===== src/rtl/ide_win_pkg.sv =====
package ide_win_pkg;

  // Strobes from the address decode to the register datapath
  typedef struct packed {
    logic       dataWr;
    logic       dataRd;
    logic       tfWr;
    logic       tfRd;
    logic [2:0] tfIdx;
    logic       ctlWr;
    logic       ctlRd;
  } ide_strobe_t;

endpackage


===== src/rtl/ide_win_ctrl.sv =====
module ide_win_ctrl
  import ide_win_pkg::*;
#(
  parameter int unsigned       ADDR_W   = 16,
  parameter int unsigned       SHIFT    = 1,
  parameter logic [ADDR_W-1:0] CMD_BASE = 16'h1000,
  parameter logic [ADDR_W-1:0] CTL_BASE = 16'h080C
) (
  input  logic              busSel,
  input  logic              busWr,
  input  logic [ADDR_W-1:0] busAddr,
  output ide_strobe_t       strobe
);

  localparam logic [ADDR_W-1:0] CMD_REGS = ADDR_W'(16);
  localparam logic [ADDR_W-1:0] CTL_REGS = ADDR_W'(2);

  logic [ADDR_W-1:0] cmdIdx;
  logic [ADDR_W-1:0] ctlIdx;
  logic inCmd;
  logic inCtl;
  logic cmdAcc;
  logic ctlAcc;
  logic isData;

  // The window test is done on the shifted offset, so every address bit counts
  assign cmdIdx = (busAddr - CMD_BASE) >> SHIFT;
  assign ctlIdx = (busAddr - CTL_BASE) >> SHIFT;
  assign inCmd  = (busAddr >= CMD_BASE) && (cmdIdx < CMD_REGS);
  assign inCtl  = (busAddr >= CTL_BASE) && (ctlIdx < CTL_REGS);

  assign cmdAcc = busSel && inCmd;
  assign ctlAcc = busSel && inCtl && !inCmd;
  assign isData = (cmdIdx[2:0] == 3'd0);

  always_comb begin
    strobe        = '0;
    strobe.tfIdx  = cmdIdx[2:0];
    strobe.dataWr = cmdAcc && isData && busWr;
    strobe.dataRd = cmdAcc && isData && !busWr;
    strobe.tfWr   = cmdAcc && !isData && busWr;
    strobe.tfRd   = cmdAcc && !isData && !busWr;
    strobe.ctlWr  = ctlAcc && busWr;
    strobe.ctlRd  = ctlAcc && !busWr;
  end

endmodule


===== src/rtl/ide_win_datapath.sv =====
module ide_win_datapath
  import ide_win_pkg::*;
#(
  parameter int unsigned DATA_W = 32
) (
  input  logic              clk,
  input  logic              rstN,
  input  ide_strobe_t       strobe,
  input  logic [15:0]       wrData,
  output logic [DATA_W-1:0] rdData,
  output logic [7:0]        devCtrl
);

  localparam int unsigned TF_REGS = 7;

  logic [15:0] dataReg;
  logic [7:0]  tfReg [1:TF_REGS];
  logic [7:0]  ctlReg;

  always_ff @(posedge clk or negedge rstN) begin
    if (!rstN)              dataReg <= '0;
    else if (strobe.dataWr) dataReg <= wrData;
  end

  for (genvar g = 1; g <= TF_REGS; g++) begin : g_tf
    always_ff @(posedge clk or negedge rstN) begin
      if (!rstN)                                    tfReg[g] <= '0;
      else if (strobe.tfWr && strobe.tfIdx == 3'(g)) tfReg[g] <= wrData[7:0];
    end
  end

  always_ff @(posedge clk or negedge rstN) begin
    if (!rstN)             ctlReg <= '0;
    else if (strobe.ctlWr) ctlReg <= wrData[7:0];
  end

  assign devCtrl = ctlReg;

  always_comb begin
    rdData = '0;
    if (strobe.dataRd) begin
      rdData[15:0] = dataReg;
    end else if (strobe.tfRd) begin
      for (int k = 1; k <= TF_REGS; k++)
        if (strobe.tfIdx == 3'(k)) rdData[7:0] = tfReg[k];
    end else if (strobe.ctlRd) begin
      rdData[7:0] = tfReg[TF_REGS];
    end
  end

endmodule


===== src/rtl/ide_win_top.sv =====
module ide_win_top
  import ide_win_pkg::*;
#(
  parameter int unsigned       ADDR_W   = 16,
  parameter int unsigned       DATA_W   = 32,
  parameter int unsigned       SHIFT    = 1,
  parameter logic [ADDR_W-1:0] CMD_BASE = 16'h1000,
  parameter logic [ADDR_W-1:0] CTL_BASE = 16'h080C
) (
  input  logic              clk,
  input  logic              rstN,
  input  logic              busSel,
  input  logic              busWr,
  input  logic [1:0]        busSize,
  input  logic [ADDR_W-1:0] busAddr,
  input  logic [DATA_W-1:0] busWdata,
  output logic [DATA_W-1:0] busRdata,
  output logic [7:0]        devCtrl
);

  ide_strobe_t strobe;

  // Size code and upper data lanes play no part in the decode
  logic unusedBits;
  assign unusedBits = ^{busSize, busWdata[DATA_W-1:16]};

  ide_win_ctrl #(
    .ADDR_W(ADDR_W), .SHIFT(SHIFT), .CMD_BASE(CMD_BASE), .CTL_BASE(CTL_BASE)
  ) i_ctrl (
    .busSel (busSel),
    .busWr  (busWr),
    .busAddr(busAddr),
    .strobe (strobe)
  );

  ide_win_datapath #(.DATA_W(DATA_W)) i_dp (
    .clk    (clk),
    .rstN   (rstN),
    .strobe (strobe),
    .wrData (busWdata[15:0]),
    .rdData (busRdata),
    .devCtrl(devCtrl)
  );

endmodule


===== config.mk =====
export PLATFORM = sky130hd
export DESIGN_NAME = ide_win_top
export DESIGN_NICKNAME = d
export VERILOG_FILES = /design/src/rtl/ide_win_pkg.sv /design/src/rtl/ide_win_ctrl.sv /design/src/rtl/ide_win_datapath.sv /design/src/rtl/ide_win_top.sv
export SDC_FILE = /design/constraint.sdc
export NUM_CORES = 1
export LEC_CHECK = 0
export BUFFER_PORTS_ARGS = -buffer_cell sky130_fd_sc_hd__buf_2
export CORE_UTILIZATION = 40
export CTS_BUF_LIST = sky130_fd_sc_hd__clkbuf_8
export CTS_CLUSTER_DIAMETER = 80
export DETAILED_ROUTE_END_ITERATION = 7
export SLEW_MARGIN = 20
export SYNTH_ARGS = -nofsm -noshare
export SYNTH_HDL_FRONTEND = slang
export SYNTH_SLANG_ARGS = --single-unit

===== constraint.sdc =====
create_clock -name clk -period 4.15 [get_ports clk]
set_clock_uncertainty 0.05 [all_clocks]
set_input_delay 0.2075 -clock clk [delete_from_list [all_inputs] [get_ports clk]]
set_output_delay 0.2075 -clock clk [all_outputs]
set_load 0.02 [all_outputs]

## Word level (Yosys, flattened, before mapping)

Index checks and enable logic that the tools add are counted.

| storage, ports and cells | value |
|---|---|
| bits in registers | 80 |
| input port bits | 54 |
| output and inout bits | 40 |
| word-level logic and storage cells | 57 |

| operators by class | value |
|---|---|
| add/subtract/negate cells | 2 |
| $lt $le $gt $ge | 4 |
| equal/unequal tests | 7 |
| multiplexer cells | 11 |
| reduce and logical (&&, ||, !) cells | 24 |

Operator list:

| cell | number |
|---|---|
| 8-bit 2-to-1 mux | 11 |
| 1-bit logical AND | 20 |
| 16-bit by 12-bit greater-or-equal comparator with 1-bit output (second input constant) | 1 |
| 16-bit by 13-bit greater-or-equal comparator with 1-bit output (second input constant) | 1 |
| 16-bit by 12-bit subtractor with 16-bit output (second input constant) | 1 |
| 16-bit by 13-bit subtractor with 16-bit output (second input constant) | 1 |
| 15-bit by 2-bit less-than comparator with 1-bit output (second input constant) | 1 |
| 15-bit by 5-bit less-than comparator with 1-bit output (second input constant) | 1 |
| 3-bit == test (second input constant) | 4 |
| 3-bit by 2-bit == test with 1-bit output (second input constant) | 2 |
| 3-bit by 1-bit == test with 1-bit output (second input constant) | 1 |
| 1-bit logical NOT | 3 |
| 3-bit logical NOT | 1 |

## Longest topological paths before layout

| depth | value |
|---|---|
| depth in word-level cells | 11 |
| mapped depth | 6 |
| depth with buffers taken out | 4 |

## By module

A second synthesis with hierarchy kept.

| second synthesis, totals | value |
|---|---|
| cell total of the unflattened synthesis | 342 |
| area, all modules | 4225.3 um2 |

By module, submodules not included:

| module | times used | cells an instance | area each (um2) | seq. area each (um2) |
|---|---|---|---|---|
| ide_win_datapath | 1 | 292 | 3878.7 | 2001.9 |
| ide_win_ctrl | 1 | 50 | 346.6 | 0.0 |

## Least setup slack after synthesis

No wires, ideal clock.

| timing path | value |
|---|---|
| path kind | in2out |
| start point | input port busAddr[7] |
| end point | output port busRdata[6] |
| data arrival time | 1844 ps |
| required time | 3893 ps |
| slack | 2048 ps |
| stages | 5 |
| path buffers | 1 |
| path through | nor4b_4 nand3_2 buf_2 or4_1 a31oi_1 |

| on the way | value |
|---|---|
| cells in the longest elaborated chain, start to end | 9 |

RTL lines:

| item | line | text |
|---|---|---|
| from (decl) | ide_win_top.sv:15 | `input logic [ADDR_W-1:0] busAddr,` |
| 16-bit by 12-bit subtractor with 16-bit output or 16-bit by 13-bit subtractor with 16-bit output (tied branches) | ide_win_ctrl.sv:28, ide_win_ctrl.sv:27 |  |
| 15-bit by 2-bit less-than comparator with 1-bit output or 15-bit by 5-bit less-than comparator with 1-bit output (tied branches) | ide_win_ctrl.sv:30, ide_win_ctrl.sv:29 |  |
| 1-bit logical AND (on tied branches) | ide_win_ctrl.sv:30, ide_win_ctrl.sv:29 |  |
| 1-bit logical AND or 1-bit logical NOT (tied branches) | ide_win_ctrl.sv:33 | `assign ctlAcc = busSel && inCtl && !inCmd;` |
| 1-bit logical AND | ide_win_ctrl.sv:33 |  |
| 1-bit logical AND | ide_win_ctrl.sv:44 | `strobe.ctlRd = ctlAcc && !busWr;` |
| 8-bit 2-to-1 mux | ide_win_datapath.sv:46 | `end else if (strobe.ctlRd) begin` |
| 8-bit 2-to-1 mux | ide_win_datapath.sv:43 | `end else if (strobe.tfRd) begin` |
| 8-bit 2-to-1 mux (*) | ide_win_datapath.sv:41 | `if (strobe.dataRd) begin` |
| to (decl) | ide_win_top.sv:17 | `output logic [DATA_W-1:0] busRdata,` |

Every way passes the cells marked *; elsewhere a longest branch is shown, timed or not.

## Worst setup path after layout

| timing path | value |
|---|---|
| start point | input port busAddr[13] |
| end point | output port busRdata[0] |

The elaborated chain is that of the path after synthesis.

==> metrics.cfg <==
[run_status]
status=finished clean

[cells_and_area]
syn2layout_area_growth_pct=13.1
diodes=0
fillers=930
layout-drive-gt1-share_pct=53.6
final_cells=499
fin_nets=415

[routing]
drtPass1Iterations=4
drc=0
wl_um=9300
num_vias=2662
wl_per_cell_um=18.6
route.met2.wl_um=4380
final_antenna_net_count=0
met3_length_um=331
top_layer_used=met4
viasPerCell=5.33
drt_iter0_drc=134
wl_met1_um=4330

[setup_path]
cp.required_ns=3.89
worstReg2RegEnd=i_dp.tfReg[0]
cp-end-kind=primary output
r2r_cells=1
worstSetupPathType=input pin to primary output
crit_path_start_kind=input pin
r2r_start=i_dp.tfReg[0]
critPathMaxFanout=17
ff2ff_setup_slack_ns=3.32
crit_arrival_ns=2.33

[sta]
min_period_ns=2.59
hold_violations=0
rsz0062_at_grt=false
fin_crit_sh_pct=62.3
tns_ns=0
maxSlewViolCount=0
setup_violations=0
tightest_slew_ns=0.910
max_slew_margin_pct=39.3
fmax_mhz=387

[floorplanning]
initial_core_util_pct=41.4
chipHeight_um=103
ioPinCount=94
die_area_mm2=0.0105
rows=36
die_w_um=103
coreArea_mm2=0.00977

[logic_synthesis]
syn_area_per_cell_um2=13.3
synth.area.top_cells=dfrtp_1, mux2_2, buf_4
syn_inst=304
synth_top_area_share_pct=49.5
ys_ff_latch=80
syn-cell-area_mm2=0.00404
ys_warn_count=0
ys_types=35
yosys.area.top_type=dfrtp_1
yosysSeqAreaShare_pct=49.5

[clock_tree]
root_buffer=clkbuf_8
clockBufferDepth=2
post_cts_buffers=0
clk_pin_slew_ns=0.08
cts_buffers=9
cts_sinks=80
htree_levels=3
clock_latency_ns=0.34
post_cts_resized=0
postCtsHoldBufs=0
cts_tree=done

[pwr]
p_leak_nw=2.31
power_density_mw_per_mm2=310
peakVddDrop_mv=0.155

[global_routing]
grt_usage_pct=19.1
grt_max_degree=81
grt-ovfl-total=0
grt_pass1_vias=2601
grt_pass1_wl_um=14600
antenna_found_initial=0

[placement]
dp_hpwl_um=6230
dp.cells=482
gp_congestion=0.837
io_buffers=58

[hold_path]
min_path_type=input pin to flop
hold_start=busWdata[12]
holdPathEnd=i_dp.dataReg[12]
min_path_cells=2

[flow_run]
cap_viol_max_count=0

==> worst max path at each step <==
stage,start,endpoint,slack [ns],depth (start not counted)
5_1_grt,busAddr[13],busRdata[0],1.37,6
6_report,busAddr[13],busRdata[0],1.56,6
3_3_place_gp,busAddr[1],i_dp.dataReg[14],1.47,5
2_1_floorplan,busAddr[7],busRdata[6],2.05,5
3_5_place_dp,busAddr[1],i_dp.dataReg[14],1.39,5
4_1_cts,busAddr[13],busRdata[5],1.54,6
==> per-layer routing <==
metal / vias up / GRT usage [%]
met2: 70 / 29.5
met4: 0 / 8.68
li1: 1228 / -
met1: 1346 / 26.4
met5: - / 0
met3: 18 / 2.92
==> where the power goes <==
part           switching (mW)  internal, mW
logic                  0.0749        0.0269
registers            0.000233         0.779
clock network           0.286         0.248
==> cell usage in the layout, fill, tap and decap left out <==
cell	n
clkinvlp_4	1
nand4_2	1
or2_2	2
nor2_1	2
nand2b_1	1
dfrtp_1	80
nand3_1	11
and3_2	1
nor4b_2	1
buf_4	1
o21ai_0	1
or3_1	1
a221oi_1	8
or4_1	8
buf_6	1
clkbuf_8	11
dlygate4sd3_1	1
nor4_1	1
nand4_1	2
nand3_2	1
mux2_2	104
buf_2	57
nor3b_1	1
clkinv_2	3
nor3_1	8
nor3_2	1
and2_1	8
nor4b_4	4
o22ai_1	8
nor2b_1	2
and3b_1	1
clkinv_4	1
nand2_1	2
nor3_4	2
conb_1	16
a31oi_1	8
nand2_2	1
nor2_2	3
==> cell families after synthesis <==
group	count (synthesis)	share of synthesized area (%)
compound gates	25	4.33
mux	104	29.0
other cells	1	0.0928
simple gates	65	12.4
buf+inv	29	4.70
flops	80	49.5
==> Yosys cell counts, drive strengths merged <==
cell type	count
or2	2
o21ai	1
or4	8
conb	1
mux2	104
nor2b	2
or3	1
nand3	12
nor2	5
nor3	11
nor3b	1
nand2	3
a221oi	8
buf	25
nand2b	1
and2	8
clkbuf	4
a31oi	8
nor4b	5
and3b	1
nor4	1
and3	1
nand4	3
o22ai	8
dfrtp	80
==> worst max-delay path: stages <==
cell and delay [ns]:
buf_2 0.12, nor4_1 0.51, nand3_2 0.40, or4_1 0.64
a31oi_1 0.24, buf_2 0.21
==> metrics by stage <==
| step | utilization, % | setup WS [ns] | hold WS, ns | total power [mW] | area (um^2) |
|---|---|---|---|---|---|
| CTS | 46.6 | 1.54 | 0.0131 | 1.43 | 4560 |
| global route | 46.8 | 1.37 | 0.0337 | 1.47 | 4570 |
| floorplan | - | 2.05 | -0.138 | 0.853 | 4100 |
| detailed placement | 44.8 | 1.39 | 0.393 | 0.897 | 4380 |
| finish | 46.8 | 1.56 | 0.0384 | 1.42 | 4570 |
| global placement | 44.8 | 1.47 | 0.392 | 0.896 | 4380 |
==> registers in the layout, indices dropped and copies added, names as in the netlist <==
register      cells
i_dp.tfReg       56
i_dp.devCtrl      8
i_dp.dataReg     16
==> area by class of cell <==
| cell class | count | area, um^2 | share of cell area [%] |
|---|---|---|---|
| clock buffer | 11 | 151 | 3.31 |
| clock inverter | 5 | 31.3 | 0.684 |
| multi-input combinational | 210 | 1910 | 41.7 |
| sequential | 80 | 2000 | 43.8 |
| tap | 133 | 166 | 3.64 |
| timing repair buffer | 60 | 314 | 6.87 |
Power figures use the tool's default switching activity.
